===== src/rtl/xb2_pkg.sv =====
package xb2_pkg;

  typedef enum logic {
    XB_STRAIGHT = 1'b0,
    XB_SWAPPED  = 1'b1
  } xb_set_e;

  localparam int HDR_ACT_BIT = 0;
  localparam int HDR_DST_BIT = 1;

  typedef struct packed {
    logic act;
    logic dst;
  } hdr_t;

  typedef struct packed {
    xb_set_e setting;
    logic    defl;
  } verdict_t;

  // Pull activity and destination out of the two low header bits.
  function automatic hdr_t hdr_decode(input logic [1:0] low_bits);
    hdr_t h;
    h.act = low_bits[HDR_ACT_BIT];
    h.dst = low_bits[HDR_DST_BIT];
    return h;
  endfunction

  // Input 0 has priority. An idle input never steers the setting.
  function automatic verdict_t arbitrate(input hdr_t h0, input hdr_t h1);
    verdict_t v;
    v.setting = XB_STRAIGHT;
    v.defl    = 1'b0;
    if (h0.act) begin
      v.setting = h0.dst ? XB_SWAPPED : XB_STRAIGHT;
      v.defl    = h1.act && (h1.dst == h0.dst);
    end else if (h1.act) begin
      v.setting = h1.dst ? XB_STRAIGHT : XB_SWAPPED;
    end
    return v;
  endfunction

  // Index of the input routed to output lane 'lane'.
  function automatic logic lane_source(input logic lane, input xb_set_e s);
    return lane ^ s;
  endfunction

endpackage


===== src/rtl/cell_framer.sv =====
module cell_framer #(
  parameter int CELL_LEN = 8
) (
  input  logic clk,
  input  logic rst_n,
  input  logic sop,
  output logic accept,
  output logic in_cell
);
  localparam int CW = (CELL_LEN > 1) ? $clog2(CELL_LEN) : 1;
  localparam logic [CW-1:0] LAST_IDX = CW'(CELL_LEN - 1);

  logic [CW-1:0] words_left;
  logic          busy;

  assign busy    = (words_left != '0);
  assign accept  = sop && !busy;
  assign in_cell = accept || busy;

  always_ff @(posedge clk or negedge rst_n) begin
    if (!rst_n) begin
      words_left <= '0;
    end else if (accept) begin
      words_left <= LAST_IDX;
    end else if (busy) begin
      words_left <= words_left - 1'b1;
    end
  end

  // an accepted cell keeps the element busy for the rest of its words
  assert_busy_after_accept_R8: assert property (@(posedge clk) disable iff (!rst_n)
    (accept && (CELL_LEN > 1)) |=> busy);

endmodule


===== src/rtl/route_decider.sv =====
module route_decider
  import xb2_pkg::*;
(
  input  logic    clk,
  input  logic    rst_n,
  input  logic    accept,
  input  hdr_t    h0,
  input  hdr_t    h1,
  output xb_set_e setting_q,
  output logic    act0_q,
  output logic    act1_q,
  output logic    defl_q
);
  verdict_t verdict;

  assign verdict = arbitrate(h0, h1);

  always_ff @(posedge clk or negedge rst_n) begin
    if (!rst_n) begin
      setting_q <= XB_STRAIGHT;
      act0_q    <= 1'b0;
      act1_q    <= 1'b0;
      defl_q    <= 1'b0;
    end else if (accept) begin
      setting_q <= verdict.setting;
      act0_q    <= h0.act;
      act1_q    <= h1.act;
      defl_q    <= verdict.defl;
    end
  end

  // on a clash input 0 gets its output and a deflection is recorded
  assert_in0_wins_R5: assert property (@(posedge clk) disable iff (!rst_n)
    (accept && h0.act && h1.act && (h0.dst == h1.dst)) |=>
      (defl_q && (setting_q == ($past(h0.dst) ? XB_SWAPPED : XB_STRAIGHT))));

  // an idle input 0 does not override an active input 1
  assert_idle_no_override_R4: assert property (@(posedge clk) disable iff (!rst_n)
    (accept && !h0.act && h1.act) |=>
      (!defl_q && (setting_q == ($past(h1.dst) ? XB_STRAIGHT : XB_SWAPPED))));

  // no activity means the straight setting
  assert_idle_straight_R7: assert property (@(posedge clk) disable iff (!rst_n)
    (accept && !h0.act && !h1.act) |=> (setting_q == XB_STRAIGHT && !defl_q));

endmodule


===== src/rtl/word_delay.sv =====
module word_delay #(
  parameter int W     = 8,
  parameter int DEPTH = 1
) (
  input  logic         clk,
  input  logic         rst_n,
  input  logic [W-1:0] din,
  output logic [W-1:0] dout
);
  logic [W-1:0] stage [DEPTH+1];

  assign stage[0] = din;

  for (genvar k = 0; k < DEPTH; k++) begin : g_tap
    always_ff @(posedge clk or negedge rst_n) begin
      if (!rst_n) stage[k+1] <= '0;
      else        stage[k+1] <= stage[k];
    end
  end

  assign dout = stage[DEPTH];

endmodule


===== src/rtl/cross_connect.sv =====
module cross_connect
  import xb2_pkg::*;
#(
  parameter int DATA_W = 16
) (
  input  logic              clk,
  input  logic              rst_n,
  input  xb_set_e           setting,
  input  logic [1:0]        act,
  input  logic              defl,
  input  logic              live,
  input  logic              sop_d,
  input  logic [1:0][DATA_W-1:0] word_d,
  output logic              sop_q,
  output logic [1:0][DATA_W-1:0] word_q,
  output logic [1:0]        valid_q,
  output logic [1:0]        defl_q
);
  always_ff @(posedge clk or negedge rst_n) begin
    if (!rst_n) sop_q <= 1'b0;
    else        sop_q <= sop_d;
  end

  for (genvar o = 0; o < 2; o++) begin : g_lane
    logic src;
    assign src = lane_source(1'(o), setting);

    always_ff @(posedge clk or negedge rst_n) begin
      if (!rst_n) begin
        word_q[o]  <= '0;
        valid_q[o] <= 1'b0;
        defl_q[o]  <= 1'b0;
      end else begin
        word_q[o]  <= word_d[src];
        valid_q[o] <= live && act[src];
        defl_q[o]  <= live && defl && src;
      end
    end
  end

  // the output valid bits account for exactly the active routed inputs
  assert_valid_conserve_R9: assert property (@(posedge clk) disable iff (!rst_n)
    1'b1 |=> ($countones(valid_q) == $past($countones(act & {2{live}}))));

  // a deflection only shows while both lanes carry cells
  assert_defl_needs_both_R5: assert property (@(posedge clk) disable iff (!rst_n)
    (|defl_q) |-> (&valid_q));

  // both lanes carry distinct inputs
  assert_lanes_distinct_R1: assert property (@(posedge clk) disable iff (!rst_n)
    (word_d[0] != word_d[1]) |=> (word_q[0] != word_q[1]));

endmodule


===== src/rtl/cell_steer2x2.sv =====
module cell_steer2x2
  import xb2_pkg::*;
#(
  parameter int DATA_W   = 16,
  parameter int CELL_LEN = 8
) (
  input  logic              clk,
  input  logic              rst_n,
  input  logic              sop_in,
  input  logic [DATA_W-1:0] in0_word,
  input  logic [DATA_W-1:0] in1_word,
  output logic              sop_out,
  output logic [DATA_W-1:0] out0_word,
  output logic              out0_valid,
  output logic              out0_defl,
  output logic [DATA_W-1:0] out1_word,
  output logic              out1_valid,
  output logic              out1_defl
);
  // The decision takes one register, so the words are delayed by the same amount.
  localparam int DECIDE_LAT = 1;
  localparam int BUS_W      = 2 * DATA_W + 2;

  logic    accept;
  logic    in_cell;
  hdr_t    h0;
  hdr_t    h1;
  xb_set_e setting_q;
  logic    act0_q;
  logic    act1_q;
  logic    decide_defl;

  logic [BUS_W-1:0] bus_in;
  logic [BUS_W-1:0] bus_d;
  logic [1:0][DATA_W-1:0] word_d;
  logic             live_d;
  logic             sop_d;

  logic [1:0][DATA_W-1:0] word_q;
  logic [1:0]       valid_q;
  logic [1:0]       defl_q;

  cell_framer #(.CELL_LEN(CELL_LEN)) u_framer (
    .clk     (clk),
    .rst_n   (rst_n),
    .sop     (sop_in),
    .accept  (accept),
    .in_cell (in_cell)
  );

  assign h0 = hdr_decode(in0_word[1:0]);
  assign h1 = hdr_decode(in1_word[1:0]);

  route_decider u_decider (
    .clk       (clk),
    .rst_n     (rst_n),
    .accept    (accept),
    .h0        (h0),
    .h1        (h1),
    .setting_q (setting_q),
    .act0_q    (act0_q),
    .act1_q    (act1_q),
    .defl_q    (decide_defl)
  );

  assign bus_in = {accept, in_cell, in1_word, in0_word};

  word_delay #(.W(BUS_W), .DEPTH(DECIDE_LAT)) u_align (
    .clk   (clk),
    .rst_n (rst_n),
    .din   (bus_in),
    .dout  (bus_d)
  );

  assign word_d[0] = bus_d[DATA_W-1:0];
  assign word_d[1] = bus_d[2*DATA_W-1:DATA_W];
  assign live_d    = bus_d[2*DATA_W];
  assign sop_d     = bus_d[2*DATA_W+1];

  cross_connect #(.DATA_W(DATA_W)) u_xconn (
    .clk     (clk),
    .rst_n   (rst_n),
    .setting (setting_q),
    .act     ({act1_q, act0_q}),
    .defl    (decide_defl),
    .live    (live_d),
    .sop_d   (sop_d),
    .word_d  (word_d),
    .sop_q   (sop_out),
    .word_q  (word_q),
    .valid_q (valid_q),
    .defl_q  (defl_q)
  );

  assign out0_word  = word_q[0];
  assign out1_word  = word_q[1];
  assign out0_valid = valid_q[0];
  assign out1_valid = valid_q[1];
  assign out0_defl  = defl_q[0];
  assign out1_defl  = defl_q[1];

  // the setting changes only after an accepted strobe
  assert_setting_stable_R8: assert property (@(posedge clk) disable iff (!rst_n)
    !accept |=> $stable(setting_q));

  // an accepted header reaches the outputs two cycles later
  assert_header_latency_R2: assert property (@(posedge clk) disable iff (!rst_n)
    accept |-> ##2 sop_out);

  // the outputs stay quiet while reset is held
  always_comb begin
    if (!rst_n) begin
      assert_reset_quiet_R10: assert ({sop_out, out0_valid, out1_valid, out0_defl, out1_defl} == '0);
    end
  end

endmodule


===== config.mk =====
export PLATFORM = sky130hd
export DESIGN_NAME = cell_steer2x2
export DESIGN_NICKNAME = d
export VERILOG_FILES = /design/src/rtl/xb2_pkg.sv /design/src/rtl/cell_framer.sv /design/src/rtl/route_decider.sv /design/src/rtl/word_delay.sv /design/src/rtl/cross_connect.sv /design/src/rtl/cell_steer2x2.sv
export SDC_FILE = /design/constraint.sdc
export NUM_CORES = 1
export LEC_CHECK = 0
export ABC_AREA = 1
export BUFFER_PORTS_ARGS = -buffer_cell sky130_fd_sc_hd__buf_2
export CORE_MARGIN = 3
export CORE_UTILIZATION = 46
export CTS_CLUSTER_DIAMETER = 30
export DETAILED_ROUTE_END_ITERATION = 8
export PLACE_DENSITY = 0.73
export SLEW_MARGIN = 5
export SYNTH_ARGS = -nofsm -noshare
export SYNTH_HDL_FRONTEND = slang
export SYNTH_SLANG_ARGS = --single-unit

===== constraint.sdc =====
create_clock -name clk -period 1.1 [get_ports clk]
set_input_delay 0.165 -clock clk [delete_from_list [all_inputs] [get_ports clk]]
set_output_delay 0.165 -clock clk [all_outputs]
set_load 0.01 [all_outputs]

=== Word-level counts from Yosys, hierarchy flattened ===
Cells that the tools add are included.

* Register bits after elaboration: 78
* Latch bits: 0
* Memory bits (writable): 0
* Bits in read-only memories: 0
* Bits of input ports: 35
* Output and inout port bits: 37
* Memories kept: 0

* Add/subtract/negate cells: 1
* $mul: 0
* Divide/modulo/power cells: 0
* $lt $le $gt $ge: 2
* Equality and inequality tests: 1
* Shifts and indexed selects: 0
* Multiplexer cells: 15
* Bitwise gates (word level): 1
* Reductions and logical operators: 11

{| class="wikitable"
|+ Operators by type and width
! operator !! number
|-
| 16-bit 2-to-1 mux || 4
|-
| 1-bit 2-to-1 mux || 9
|-
| 1-bit logical AND || 7
|-
| 3-bit 2-to-1 mux || 2
|-
| 1-bit by 2-bit less-than comparator with 1-bit output (second input constant) || 2
|-
| 3-bit nonzero test || 1
|-
| 3-bit by 1-bit subtractor with 3-bit output (second input constant) || 1
|-
| 2-bit nonzero test || 1
|-
| 1-bit == test || 1
|-
| 1-bit logical NOT || 1
|-
| 1-bit logical OR || 1
|-
| 1-bit NOT || 1
|}

=== Longest topological paths before layout ===
* Depth after elaboration: 4
* Gate-level depth with buffers: 6

=== Hierarchy ===
From an unflattened synthesis, not the netlist that was laid out.

* Cell total of the unflattened synthesis: 223
* Area total of the unflattened synthesis: 2710.1 um^2

{| class="wikitable"
|+ By module, submodules not included
! module !! instances !! cells an instance !! area each (um^2)
|-
| cross_connect || 1 || 139 || 1482.7
|-
| word_delay || 1 || 34 || 850.8
|-
| route_decider || 1 || 26 || 193.9
|-
| cell_framer || 1 || 24 || 182.7
|}

=== Least setup slack after synthesis ===
No wires, ideal clock.

* Kind: register -> register
* From: register u_framer.words_left[0]
* To: register u_framer.words_left[1]
* Library setup time: 0.126 ns
* Arrival time: 0.903 ns
* Required time: 0.974 ns
* Slack: 0.071 ns
* Cell stages (with the launch flop): 6
* Path buffers: 0
* Clock period less this slack: 1.029 ns
* Cell sequence: dfrtp_1 > inv_1 > ha_1 > nand2_1 > nor2_1 > o21ai_0

* Longest elaborated chain between the ends: 4
* Elaborated cells between the ends (all ways): 7
* Those cells by class: add/sub (1); mux (2); reduce/logical (4)

{| class="wikitable"
|+ Ends and longest elaborated chain
! item !! RTL line !! RTL
|-
| start: declaration || cell_framer.sv:13 || <nowiki>logic [CW-1:0] words_left;</nowiki>
|-
| start signal: assignment || cell_framer.sv:26 || <nowiki>words_left <= words_left - 1'b1;</nowiki>
|-
| branches (longest 4 deep; another with 3-bit by 1-bit subtractor with 3-bit output) || - ||
|}

Parallel ways; which one is timed is not known. The select of a mux whose other input is x is not followed.
A chain may end at the register's enable or synchronous reset.

=== Final worst setup path ===
* From: register u_framer.words_left[0]
* To: register u_framer.words_left[2]

The elaborated chain is that of the path after synthesis.

==> results.sh <==
export IMPL_status="finished, final reports clean"
export IMPL_synthesis_area_um2=2640
export IMPL_die_area_um2=6670
export IMPL_fin_tns_setup_ns=0
export IMPL_grt_pass1_wl_mm=7.94
export IMPL_p_leak_nw=1.89
export IMPL_vias=1745
export IMPL_power_density_nw_per_um2=2410
export IMPL_path_max_fanout=3
export IMPL_worst_setup_path_end_kind="flip-flop"
export IMPL_setup_viol=0
export IMPL_netlist_instances=212
export IMPL_start_kind="flip-flop"
export IMPL_r2r_cells=5
export IMPL_grt_use_total=0.164
export IMPL_h_tree_depth=3
export IMPL_crit_path_end="u_framer.words_left[2]"
export IMPL_drive_gt1_frac=0.342
export IMPL_area_delta_synth_final_pct=41.6
export IMPL_viasPerCell=4.33
export IMPL_cp_cell_sequence="inv_2 -> buf_4 -> ha_1 -> xnor2_1 -> a21oi_1"
export IMPL_hold_class="input port to flip-flop"
export IMPL_worst_ep_required_time_ns=1.32
export IMPL_peakVddDrop_mv=1.44
export IMPL_r2r_start="u_framer.words_left[0]"
export IMPL_finalPower_w=0.00900
export IMPL_fillers=396
export IMPL_finalWirelength_mm=4.79
export IMPL_drt_pass1_iter_count=4
export IMPL_ys_ff_latch=78
export IMPL_antenna_found_initial=0
export IMPL_core_um2=5340
export IMPL_grt_max_degree=79
export IMPL_clkTransAtPathRegs_ns=0.07
export IMPL_place_gp_congestion=0.720
export IMPL_rsz0062_at_grt="yes"
export IMPL_critPathArrivalTime_ns=1.31
export IMPL_row_count=26
export IMPL_diodes=0
export IMPL_dp_slack_ns=-0.0232
export IMPL_dp_cells=352
export IMPL_cts_root_buffer="clkbuf_8"
export IMPL_min_period_over_period=0.983
export IMPL_cts_sinks=78
export IMPL_dpl_hpwl_mm=2.93
export IMPL_detail_route_antenna_nets=0
export IMPL_slew_violations=0
export IMPL_wl_per_cell_um=11.9
export IMPL_clockBufferDepth=2
export IMPL_hold_ws_ns=0.154
export IMPL_fin_cells=403
export IMPL_numPortBuffers=71
export IMPL_drc=0
export IMPL_layout_setup_ws_ns=0.0183
export IMPL_numCtsBuffers=9
export IMPL_startpoint="u_framer.words_left[0]"
export IMPL_r2r_end="u_framer.words_left[2]"
export IMPL_cts_tree="yes"
export IMPL_synth_seq_area_share=0.741
export IMPL_drv_cap=0
export IMPL_cp_slowest_stage_delay_ns=0.35
export IMPL_hold_viol=0
export IMPL_finClkSkew_ns=0.00564
export IMPL_tightest_slew_ns=0.391
export IMPL_die_h_um=81.7
export IMPL_insertion_delay_ns=0.34
export IMPL_slew_headroom=0.739
export IMPL_path_class="flip-flop to flip-flop"
export IMPL_drt_iter0_drc=85
export IMPL_rrSetupSlack_ns=0.02
export IMPL_ios=72
export IMPL_period_minus_slack_ns=1.08
export IMPL_cp_slowest_cell="dfrtp_1"
export IMPL_start_util=0.494
export IMPL_ys_types=19
export IMPL_synth_warnings=0
export IMPL_fmax_mhz=924
export IMPL_first_global_vias=1745
export IMPL_syn_mean_instance_area_um2=12.4
export IMPL_finalNetCount=365
export IMPL_syn_nets=249
export IMPL_grt_overflow=0
export IMPL_die_x_um=81.7
critical path, delay by kind of cell, from the launching register on:
| kind | cells | cell delay (ns) |
|---|---|---|
| flip-flops | 1 | 0.35 |
| buffers and inverters | 2 | 0.20 |
| adder cells (fa/ha/maj) | 1 | 0.19 |
| XOR/XNOR | 1 | 0.14 |
| AO/OA/AOI/OAI | 1 | 0.08 |
cells in the mapped netlist, drive strengths merged:
master / n / area [µm²]
xnor2: 1 / 8.76
dfrtp: 78 / 1950
nand3: 2 / 15.0
nor2: 4 / 15.0
buf: 6 / 63.8
o21ai: 37 / 223
nand3b: 1 / 7.51
ha: 2 / 25.0
nor3: 2 / 21.3
inv: 26 / 100
a21oi: 3 / 15.0
nand2: 49 / 184
clkbuf: 1 / 5.00
registers in the layout, indices dropped and copies added, names as in the netlist:
name,flops
u_xconn.sop_q,1
u_framer.words_left,3
u_xconn.valid_q,2
u_xconn.defl_q,2
u_decider.defl_q,1
u_decider.setting_q,1
u_xconn.word_q,32
u_decider.act0_q,1
u_decider.act1_q,1
u_align.dout,34
final cells by class:
class | instances | area (µm²) | share of cell area
flip-flops and latches | 78 | 1950 | 0.523
repair buffers | 112 | 773 | 0.207
multi-input cells | 101 | 549 | 0.147
clock inverters | 7 | 145 | 0.0389
clock buffers | 9 | 124 | 0.0332
inverters | 26 | 100 | 0.0268
well taps | 70 | 87.6 | 0.0235
logic make-up after synthesis:
kind of cell | synth area share
flops | 0.741
xor+xnor | 0.00332
simple gates | 0.0921
buf+inv | 0.0641
compound gates | 0.0902
fa+ha+maj | 0.00950
worst min-delay path by stage:
stage | from | endpoint | slack [ns] | depth (start not counted)
2_1_floorplan | rst_n | u_align.dout[0] | -0.13 | 0
6_report | sop_in | u_framer.words_left[2] | 0.15 | 3
5_1_grt | sop_in | u_framer.words_left[2] | 0.16 | 3
4_1_cts | sop_in | u_align.dout[32] | 0.10 | 2
3_5_place_dp | rst_n | u_align.dout[10] | 0.21 | 2
3_3_place_gp | rst_n | u_align.dout[12] | 0.21 | 2
layout by cell type, fill, tap and decap left out, types with 2 or more instances in the layout:
cell type,netlist,final
o21ai_1,2,3
buf_2,0,70
buf_4,1,7
a21oi_1,3,3
nor2_1,4,3
inv_1,25,22
dfrtp_1,78,78
o21ai_0,25,24
bufinv_16,0,4
o21ai_2,10,10
inv_2,0,3
clkbuf_8,0,9
nand2_1,49,48
buf_12,0,2
dlygate4sd3_1,0,33
power breakdown:
part / total (W) / switching [W] / leakage, nW / internal (W)
combinational: 0.00251 / 0.00143 / 0.835 / 0.00107
clock: 0.00274 / 0.000996 / 0.130 / 0.00175
sequential: 0.00375 / 0.000225 / 0.929 / 0.00353
total: 0.00900 / 0.00265 / 1.89 / 0.00635
through the flow:
stage,util,area (µm²)
floorplan,-,2640
finish,0.699,3730
CTS,0.691,3690
global placement,0.578,3080
global route,0.699,3730
detailed placement,0.578,3080
per-layer routing:
layer,vias up,GRT usage,part of all wire
met3,6,0.0680,0.064
met4,0,0.0498,0.012
met1,796,0.176,0.37
met2,50,0.295,0.55
met5,-,0,0
li1,893,-,-
repair_timing:
item                       in CTS  in global routing
setup endpoints to repair       4                  8
hold endpoints to repair      110                  0
pin swaps                       0                  1
setup buffers                   0                  2
hold buffers                   33                  0
gates resized for setup         2                  9
Power figures use the tool's default switching activity.
